**config.mk**
```make
export PLATFORM = sky130hd
export DESIGN_NAME = ir_tx_runlen
export DESIGN_NICKNAME = d
export VERILOG_FILES = /design/src/rtl/ir_tx_pkg.sv /design/src/rtl/ir_tx_slots.sv /design/src/rtl/ir_tx_carrier.sv /design/src/rtl/ir_tx_mask.sv /design/src/rtl/ir_tx_runlen.sv
export SDC_FILE = /design/constraint.sdc
export NUM_CORES = 1
export LEC_CHECK = 0
export BUFFER_PORTS_ARGS = -buffer_cell sky130_fd_sc_hd__buf_2
export CAP_MARGIN = 20
export CORE_ASPECT_RATIO = 0.5
export CORE_MARGIN = 3
export CORE_UTILIZATION = 55
export CTS_CLUSTER_DIAMETER = 150
export DETAILED_ROUTE_END_ITERATION = 8
export MAX_ROUTING_LAYER = met4
export PLACE_DENSITY = 0.76
export SLEW_MARGIN = 20
export SYNTH_ARGS = -nofsm -noshare
export SYNTH_HDL_FRONTEND = slang
export SYNTH_HIERARCHICAL = 1
export SYNTH_SLANG_ARGS = --single-unit
```
**constraint.sdc**
```tcl
create_clock -name clk -period 5.4 [get_ports clk]
set_input_delay 1.08 -clock clk [delete_from_list [all_inputs] [get_ports clk]]
set_output_delay 1.08 -clock clk [all_outputs]
set_load 0.01 [all_outputs]
```
**src/rtl/ir_tx_pkg.sv**
```systemverilog
package ir_tx_pkg;
    localparam int EMIT_N    = 2;
    localparam int MASK_IN_W = 4;
    localparam int SLOT_N    = 2;

    function automatic logic mask_legal(input logic [MASK_IN_W-1:0] m);
        return (m != '0) && (m[MASK_IN_W-1:EMIT_N] == '0);
    endfunction
endpackage

```
**src/rtl/ir_tx_slots.sv**
```systemverilog
module ir_tx_slots
    import ir_tx_pkg::*;
#(
    parameter int SW = 8
) (
    input  logic                 clk,
    input  logic                 rst_n,
    input  logic                 wr_en,
    input  logic                 wr_sel,
    input  logic [SW-1:0]        wr_data,
    input  logic                 take,
    input  logic                 take_sel,
    output logic [SLOT_N-1:0]    full,
    output logic [SW-1:0]        rd_data
);
    typedef struct packed {
        logic [SLOT_N-1:0]         full;
        logic [SLOT_N-1:0][SW-1:0] data;
    } slot_st_t;

    slot_st_t s_d, s_q;

    always_comb begin
        s_d = s_q;
        for (int i = 0; i < SLOT_N; i++) begin
            if (take && (take_sel == 1'(i))) s_d.full[i] = 1'b0;
            if (wr_en && (wr_sel == 1'(i))) begin
                s_d.full[i] = 1'b1;
                s_d.data[i] = wr_data;
            end
        end
    end

    always_ff @(posedge clk) begin
        if (!rst_n) s_q <= '0;
        else        s_q <= s_d;
    end

    assign full    = s_q.full;
    assign rd_data = s_q.data[take_sel];
endmodule

```
**src/rtl/ir_tx_carrier.sv**
```systemverilog
module ir_tx_carrier #(
    parameter int CAR_W = 8
) (
    input  logic             clk,
    input  logic             rst_n,
    input  logic             restart,
    input  logic             tick,
    input  logic             mod_en,
    input  logic [CAR_W-1:0] period,
    input  logic [CAR_W-1:0] high,
    input  logic             pol,
    output logic             level
);
    typedef struct packed {
        logic [CAR_W-1:0] phase;
    } car_st_t;

    car_st_t s_d, s_q;
    logic [CAR_W-1:0] high_eff;

    always_comb begin
        s_d = s_q;
        if (restart) begin
            s_d.phase = '0;
        end else if (tick) begin
            if (s_q.phase >= CAR_W'(period - 1'b1)) s_d.phase = '0;
            else                                     s_d.phase = s_q.phase + 1'b1;
        end
    end

    always_ff @(posedge clk) begin
        if (!rst_n) s_q <= '0;
        else        s_q <= s_d;
    end

    assign high_eff = (high == '0) ? CAR_W'(1) : high;
    assign level    = mod_en ? ((s_q.phase < high_eff) ^ pol) : 1'b1;
endmodule

```
**src/rtl/ir_tx_mask.sv**
```systemverilog
module ir_tx_mask
    import ir_tx_pkg::*;
(
    input  logic                 clk,
    input  logic                 rst_n,
    input  logic                 wr,
    input  logic [MASK_IN_W-1:0] value,
    output logic [EMIT_N-1:0]    mask
);
    typedef struct packed {
        logic [EMIT_N-1:0] mask;
    } mask_st_t;

    mask_st_t s_d, s_q;

    always_comb begin
        s_d = s_q;
        if (wr && mask_legal(value)) s_d.mask = value[EMIT_N-1:0];
    end

    always_ff @(posedge clk) begin
        if (!rst_n) s_q.mask <= '1;
        else        s_q      <= s_d;
    end

    assign mask = s_q.mask;
endmodule

```
**src/rtl/ir_tx_runlen.sv**
```systemverilog
module ir_tx_runlen
    import ir_tx_pkg::*;
#(
    parameter int TICK_DIV     = 100,
    parameter int SAMPLE_TICKS = 100,
    parameter int DUR_W        = 7,
    parameter int CAR_W        = 8
) (
    input  logic                 clk,
    input  logic                 rst_n,
    input  logic                 tx_en,
    input  logic                 wr_en,
    input  logic                 wr_sel,
    input  logic [DUR_W:0]       wr_data,
    input  logic                 car_en,
    input  logic [CAR_W-1:0]     car_period,
    input  logic [CAR_W-1:0]     car_high,
    input  logic                 car_pol,
    input  logic                 mask_wr,
    input  logic [3:0]           mask_in,
    output logic [1:0]           emit,
    output logic                 irq,
    output logic                 underrun,
    output logic                 busy
);
    localparam int SW    = DUR_W + 1;
    localparam int TD_W  = $clog2(TICK_DIV + 1);
    localparam int ST_W  = $clog2(SAMPLE_TICKS + 1);
    localparam logic [TD_W-1:0] LAST_PRE = TD_W'(TICK_DIV - 1);
    localparam logic [ST_W-1:0] LAST_SUB = ST_W'(SAMPLE_TICKS - 1);

    typedef struct packed {
        logic             active;
        logic             pulse;
        logic [DUR_W-1:0] dur;
        logic [ST_W-1:0]  sub;
        logic [TD_W-1:0]  pre;
        logic             ptr;
        logic             underrun;
        logic             irq;
    } seq_st_t;

    seq_st_t s_d, s_q;

    logic [SLOT_N-1:0] full;
    logic [SW-1:0]     rd_data;
    logic [EMIT_N-1:0] mask_q;
    logic              load;
    logic              tick;
    logic              sub_end;
    logic              smp_end;
    logic              car_level;
    logic              cur_pulse;
    logic              drive;
    logic [DUR_W-1:0]  new_dur;

    ir_tx_slots #(.SW(SW)) u_slots (
        .clk      (clk),
        .rst_n    (rst_n),
        .wr_en    (wr_en),
        .wr_sel   (wr_sel),
        .wr_data  (wr_data),
        .take     (load),
        .take_sel (s_q.ptr),
        .full     (full),
        .rd_data  (rd_data)
    );

    ir_tx_mask u_mask (
        .clk   (clk),
        .rst_n (rst_n),
        .wr    (mask_wr),
        .value (mask_in),
        .mask  (mask_q)
    );

    ir_tx_carrier #(.CAR_W(CAR_W)) u_car (
        .clk     (clk),
        .rst_n   (rst_n),
        .restart (load),
        .tick    (tick),
        .mod_en  (car_en && (car_period != '0)),
        .period  (car_period),
        .high    (car_high),
        .pol     (car_pol),
        .level   (car_level)
    );

    assign tick    = s_q.active && (s_q.pre == LAST_PRE);
    assign sub_end = tick && (s_q.sub == LAST_SUB);
    assign smp_end = sub_end && (s_q.dur <= DUR_W'(1));
    assign new_dur = (rd_data[DUR_W-1:0] == '0) ? DUR_W'(1) : rd_data[DUR_W-1:0];

    always_comb begin
        s_d     = s_q;
        s_d.irq = 1'b0;
        load    = 1'b0;
        if (wr_en) s_d.underrun = 1'b0;

        if (!tx_en) begin
            s_d.active = 1'b0;
            s_d.ptr    = 1'b0;
            s_d.pre    = '0;
            s_d.sub    = '0;
        end else if (!s_q.active || smp_end) begin
            if (full[s_q.ptr]) begin
                load       = 1'b1;
                s_d.active = 1'b1;
                s_d.pulse  = rd_data[DUR_W];
                s_d.dur    = new_dur;
                s_d.pre    = '0;
                s_d.sub    = '0;
                s_d.ptr    = ~s_q.ptr;
                s_d.irq    = 1'b1;
            end else if (s_q.active) begin
                s_d.active   = 1'b0;
                s_d.underrun = 1'b1;
                s_d.irq      = 1'b1;
            end
        end else begin
            s_d.pre = tick ? '0 : s_q.pre + 1'b1;
            if (sub_end) begin
                s_d.sub = '0;
                s_d.dur = s_q.dur - 1'b1;
            end else if (tick) begin
                s_d.sub = s_q.sub + 1'b1;
            end
        end
    end

    always_ff @(posedge clk) begin
        if (!rst_n) s_q <= '0;
        else        s_q <= s_d;
    end

    assign cur_pulse = s_q.pulse;
    assign drive     = s_q.active & cur_pulse & car_level;

    for (genvar g = 0; g < EMIT_N; g++) begin : g_emit
        assign emit[g] = mask_q[g] & drive;
    end

    assign irq      = s_q.irq;
    assign underrun = s_q.underrun;
    assign busy     = s_q.active;
endmodule

```
== Word level (Yosys, flattened, before mapping) ==
Index checks and enable logic that the tools add are counted.

* Input bits: 36
* Flip-flop bits (word level): 54
* Logic and storage cells: 89
* Output and inout bits: 5

* $add $sub $neg: 5
* Equal/unequal tests: 3
* Magnitude comparators: 4
* Bitwise logic cells: 8
* Reductions and logical operators: 28
* Muxes and demuxes: 27

{| class="wikitable"
|+ Operator list
! kind !! count
|-
| 7-bit 2-to-1 mux || 5
|-
| 8-bit 2-to-1 mux || 4
|-
| 22-bit 2-to-1 mux || 1
|-
| 21-bit 2-to-1 mux || 1
|-
| 7-bit by 1-bit adder with 7-bit output, second input constant || 2
|-
| 7-bit equality test, second input constant || 2
|-
| 1-bit 2-to-1 mux || 13
|-
| 1-bit logical AND || 10
|-
| 3-bit AND reduction || 3
|-
| 8-bit by 1-bit adder with 8-bit output, second input constant || 1
|-
| 8-bit greater-or-equal comparator || 1
|-
| 8-bit zero test || 1
|-
| 8-bit less-than comparator || 1
|-
| 8-bit nonzero test || 1
|-
| 8-bit by 1-bit subtractor with 8-bit output, second input constant || 1
|-
| 7-bit by 1-bit <= comparator with 1-bit output, second input constant || 1
|-
| 7-bit zero test || 1
|-
| 7-bit by 1-bit subtractor with 7-bit output, second input constant || 1
|-
| 2-bit 2-to-1 mux || 3
|-
| 2-bit AND reduction || 3
|-
| 2-bit nonzero test || 3
|-
| 1-bit bitwise AND || 4
|-
| 4-bit nonzero test || 1
|-
| 1-bit NOT || 3
|-
| 8 further kinds || 8
|}

== Longest topological paths before layout ==
* Depth in word-level cells: 10
* Depth in mapped cells: 11
* Depth with buffers taken out: 11

== By module ==
The synthesis kept the hierarchy.

{| class="wikitable"
|+ By module, submodules not included
! module !! seq. area each (µm²) !! area an instance (µm²) !! cells each !! times used
|-
| ir_tx_runlen || 520.5 || 1557.7 || 183 || 1
|-
| ir_tx_carrier || 160.2 || 860.8 || 108 || 1
|-
| ir_tx_slots || 360.3 || 837.1 || 82 || 1
|-
| ir_tx_mask || 40.0 || 87.6 || 8 || 1
|}

== Worst setup path before layout ==
Ideal clock, no wire load.

* Kind: input-to-output
* Start point: input car_high[4]
* End point: output emit[0]
* Buffers on the path: 0
* Stages: 8
* Arrival: 2.411 ns
* Slack: 1.909 ns
* Cell sequence: inv_1 -> ha_1 -> a211oi_1 -> a211oi_1 -> and4b_1 -> a21oi_1 -> o311a_1 -> and4_1

* Longest elaborated chain between the ends: 7

{| class="wikitable"
|+ RTL lines
! element !! RTL line !! text
|-
| start, declared || ir_tx_runlen.sv:17 || <nowiki>input logic [CAR_W-1:0] car_high,</nowiki>
|-
| 8-bit zero test || ir_tx_carrier.sv:36 || <nowiki>assign high_eff = (high == '0) ? CAR_W'(1) : high;</nowiki>
|-
| 8-bit 2-to-1 mux * || ir_tx_carrier.sv:36 ||
|-
| 8-bit less-than comparator * || ir_tx_carrier.sv:37 || <nowiki>assign level = mod_en ? ((s_q.phase < high_eff) ^ pol) : 1'b1;</nowiki>
|-
| 1-bit bitwise XOR * || ir_tx_carrier.sv:37 ||
|-
| 1-bit 2-to-1 mux * || ir_tx_carrier.sv:37 ||
|-
| net car_level || ir_tx_runlen.sv:52 || <nowiki>logic car_level;</nowiki>
|-
| 1-bit bitwise AND * || ir_tx_runlen.sv:137 || <nowiki>assign drive = s_q.active & cur_pulse & car_level;</nowiki>
|-
| 1-bit bitwise AND * || ir_tx_runlen.sv:140 || <nowiki>assign emit[g] = mask_q[g] & drive;</nowiki>
|-
| end, declared || ir_tx_runlen.sv:21 || <nowiki>output logic [1:0] emit,</nowiki>
|}

The timed path passes the listed nets; every way through them passes the cells marked *.

== Final worst setup path ==
* Start point: input car_high[4]
* End point: output emit[1]

The elaborated chain is that of the path after synthesis.

==> impl_metrics.sql <==
INSERT INTO impl_metrics (metric_group, metric, value, unit) VALUES
('sta', 'final_min_period_over_clock_period', '0.7219', ''),
('power_and_ir_drop', 'total_leakage_power', '1.548', 'nW'),
('sta', 'setup_viol_count_final', '0', ''),
('clock_tree', 'clk_path_buf_depth', '2', ''),
('synthesis', 'syn_nets', '438', ''),
('clock_tree', 'cts-root-buf', 'sky130_fd_sc_hd__clkbuf_16', ''),
('sta', 'fin_setup_tns', '0', 'ns'),
('power_and_ir_drop', 'power.density', '244.3', 'nW/um2'),
('placement', 'finalWeightedCongestion', '0.8412', ''),
('grt', 'total_global_routing_track_utilization', '0.2257', ''),
('synthesis', 'fraction_of_synthesis_flops_using_an_asynchronous_set_or_reset_pin', '0', ''),
('critical_path', 'critical_path.max_fanout', '3', ''),
('synthesis', 'synth_area', '3343', 'um2'),
('run_status', 'run_status', 'completed', ''),
('synthesis', 'synth_cells', '381', ''),
('synthesis', 'ys_seq_elements', '54', ''),
('cells_and_area', 'layout.cells.most_common_list', '54 x sky130_fd_sc_hd__dfxtp_1, 53 x sky130_fd_sc_hd__nand2_1, 40 x sky130_fd_sc_hd__buf_2', ''),
('sta', 'max_clock_freq', '0.2565', 'GHz'),
('detailed_routing', 'drc', '0', ''),
('placement', 'placed_cells', '476', ''),
('clock_tree', 'clock_latency', '0.29', 'ns'),
('cells_and_area', 'most_frequent_standard_cell_in_the_layout_excluding_fill_and_tap_cells', 'sky130_fd_sc_hd__dfxtp_1', ''),
('synthesis', 'ys.flop_type', 'sky130_fd_sc_hd__dfxtp_1', ''),
('sta', 'finalHoldViolations', '0', ''),
('clock_tree', 'tritoncts', 'yes', ''),
('grt', 'global_route_wire_length_before_repair', '12490', 'um'),
('sta', 'worst-slew-pin-transition', '0.9865', 'ns'),
('grt', 'overflow', '0', ''),
('clock_tree', 'clock_transition_time_at_the_flip_flop_clock_pins_of_the_worst_setup_and_hold_paths', '0.07', 'ns'),
('detailed_routing', 'vias', '2936', ''),
('clock_tree', 'cts_buffer_count', '5', ''),
('cells_and_area', 'final-instance-count-excl-fill', '485', ''),
('floorplan', 'floorplan.die_area', '7107', 'um2'),
('placement', 'placed_area', '3491', 'um2'),
('critical_path', 'timing_worst_setup_path_type', 'in2out', ''),
('detailed_routing', 'routed_wirelength', '7433', 'um'),
('power_and_ir_drop', 'vdd_ir_drop_max', '0.1659', 'mV'),
('synthesis', 'dominant_cell_type_by_area_after_synthesis', 'sky130_fd_sc_hd__dfxtp_1', ''),
('detailed_routing', 'wire_per_inst', '15.33', 'um'),
('clock_tree', 'htree_levels', '2', ''),
('cells_and_area', 'post-route-util', '0.6446', ''),
('synthesis', 'ys_types', '67', ''),
('sta', 'final.setup_skew', '0.007584', 'ns'),
('placement', 'io_buffer_count', '40', ''),
('synthesis', 'post_synth_main_area_contributors', 'sky130_fd_sc_hd__dfxtp_1 32%, sky130_fd_sc_hd__ha_1 7.9%, sky130_fd_sc_hd__mux2i_1 6.6%', ''),
('cells_and_area', 'syn_to_final_growth', '9.543', '%'),
('job', 'maxCapViolCount', '0', ''),
('power_and_ir_drop', 'total_power', '894.7', 'uW'),
('detailed_routing', 'drt.antenna.violating_nets', '0', ''),
('floorplan', 'fp-row-count', '19', ''),
('critical_path', 'worst_ep_required_time', '4.32', 'ns'),
('cells_and_area', 'post-route-cell-area', '3662', 'um2'),
('clock_tree', 'cts_setup_buffers', '0', ''),
('floorplan', 'vertical_die_dimension', '61.13', 'um'),
('sta', 'worst_slew_margin_rel', '0.3422', ''),
('floorplan', 'floorplan.initialDensity', '0.5884', ''),
('grt', 'number_of_global_route_vias_before_repair', '2884', ''),
('worst_hold_path', 'hold_path_class', 'reg2reg', ''),
('cells_and_area', 'num_antenna_cells', '0', ''),
('detailed_routing', 'viasPerCell', '6.054', ''),
('sta', 'min_period', '3.898', 'ns'),
('synthesis', 'syn_area_per_cell', '8.775', 'um2'),
('sta', 'slew_viol_final', '0', ''),
('grt', 'initial_antenna_violation_count', '0', ''),
('floorplan', 'die_x', '116.3', 'um'),
('synthesis', 'synth_seq_area_share', '0.3234', ''),
('cells_and_area', 'num-nets-final', '468', ''),
('clock_tree', 'cts_sinks', '54', ''),
('critical_path', 'setup.worst_path.end_class', 'output port', ''),
('floorplan', 'io-pin-count', '41', ''),
('detailed_routing', 'dr.pass1.iters', '5', '');
critical path, stage by stage:
cell	delay, ns
sky130_fd_sc_hd__buf_2	0.10
sky130_fd_sc_hd__inv_1	0.04
sky130_fd_sc_hd__ha_1	0.27
sky130_fd_sc_hd__a211oi_1	0.27
sky130_fd_sc_hd__a211oi_1	0.15
sky130_fd_sc_hd__and4b_1	0.21
sky130_fd_sc_hd__a21oi_1	0.14
sky130_fd_sc_hd__o311a_1	0.23
sky130_fd_sc_hd__and4_1	0.19
sky130_fd_sc_hd__buf_2	0.13
cells in the mapped netlist (4+ instances only):
library cell,count
sky130_fd_sc_hd__dfxtp_1,54
sky130_fd_sc_hd__nand2_1,53
sky130_fd_sc_hd__nor2_1,24
sky130_fd_sc_hd__mux2i_1,22
sky130_fd_sc_hd__ha_1,21
sky130_fd_sc_hd__a21oi_1,18
sky130_fd_sc_hd__inv_1,18
sky130_fd_sc_hd__nand3_1,11
sky130_fd_sc_hd__o21ai_0,11
sky130_fd_sc_hd__mux2_2,9
sky130_fd_sc_hd__nor3_1,9
sky130_fd_sc_hd__xnor2_1,9
sky130_fd_sc_hd__nand2b_1,8
sky130_fd_sc_hd__buf_6,7
sky130_fd_sc_hd__nand4_1,7
sky130_fd_sc_hd__clkbuf_1,6
sky130_fd_sc_hd__a311oi_1,5
sky130_fd_sc_hd__xor2_1,5
sky130_fd_sc_hd__a311oi_2,4
sky130_fd_sc_hd__a41oi_1,4
sky130_fd_sc_hd__and2_1,4
sky130_fd_sc_hd__nor2b_1,4
sky130_fd_sc_hd__nor4_1,4
metrics by stage:
stage	setup slack (ns)	hold slack (ns)
after floorplan	1.909	0.4280
after global placement	1.614	0.4383
after detailed placement	1.561	0.4486
after CTS	1.544	0.4634
after global routing	1.350	0.4940
final	1.502	0.4614
area by class of cell:
| type | instances | area, um2 |
|---|---|---|
| inverter | 18 | 67.56 |
| tap | 73 | 91.34 |
| fill | 484 | 2019 |
| clock inverter | 2 | 37.54 |
| timing repair buffer | 41 | 205.2 |
| clock buffer | 6 | 128.9 |
| sequential | 54 | 1081 |
| multi-input combinational | 291 | 2051 |
state kept, by name, summed over array words and instances (netlist names):
register	count
u_car/s_q	8
underrun	1
u_mask/mask	2
u_slots/s_q	16
busy	1
cur_pulse	1
s_q	22
u_slots/full	2
irq	1
power by group:
group / total [mW] / switching, mW / internal (mW)
registers: 0.419 / 0.00994 / 0.409
logic: 0.115 / 0.0654 / 0.0497
clock network: 0.361 / 0.142 / 0.219
total: 0.895 / 0.217 / 0.678
logic make-up after synthesis:
family / synth area share
xor gates and xnor gates: 0.03668
muxes: 0.09618
buffers and inverters: 0.06324
DFF: 0.3234
AOI/OAI and AO/OA: 0.1718
and+or+nand+nor: 0.2302
adders and majority gates: 0.07859
metal layers:
metal / track usage / wire, um / vias to the layer above
met5: - / 0 / -
met4: 0.06942 / 116 / 0
met3: 0.03337 / 267 / 16
met2: 0.4130 / 3654 / 61
met1: 0.2615 / 3395 / 1412
li1: - / - / 1447
worst paths after layout:
path | startpoint | endpoint | slack (ns) | depth (start not counted)
max | car_high[4] | emit[1] | 1.50 | 10
min | u_slots/s_q[9]$_SDFFE_PN0P_ | u_slots/s_q[9]$_SDFFE_PN0P_ | 0.46 | 2
min reg2reg | u_slots/s_q[9]$_SDFFE_PN0P_ | u_slots/s_q[9]$_SDFFE_PN0P_ | 0.46 | 2
max reg2reg | s_q[3]$_SDFFE_PN0P_ | s_q[14]$_SDFFE_PN0P_ | 2.42 | 6
Note: power is estimated with default switching activity, not from simulation.
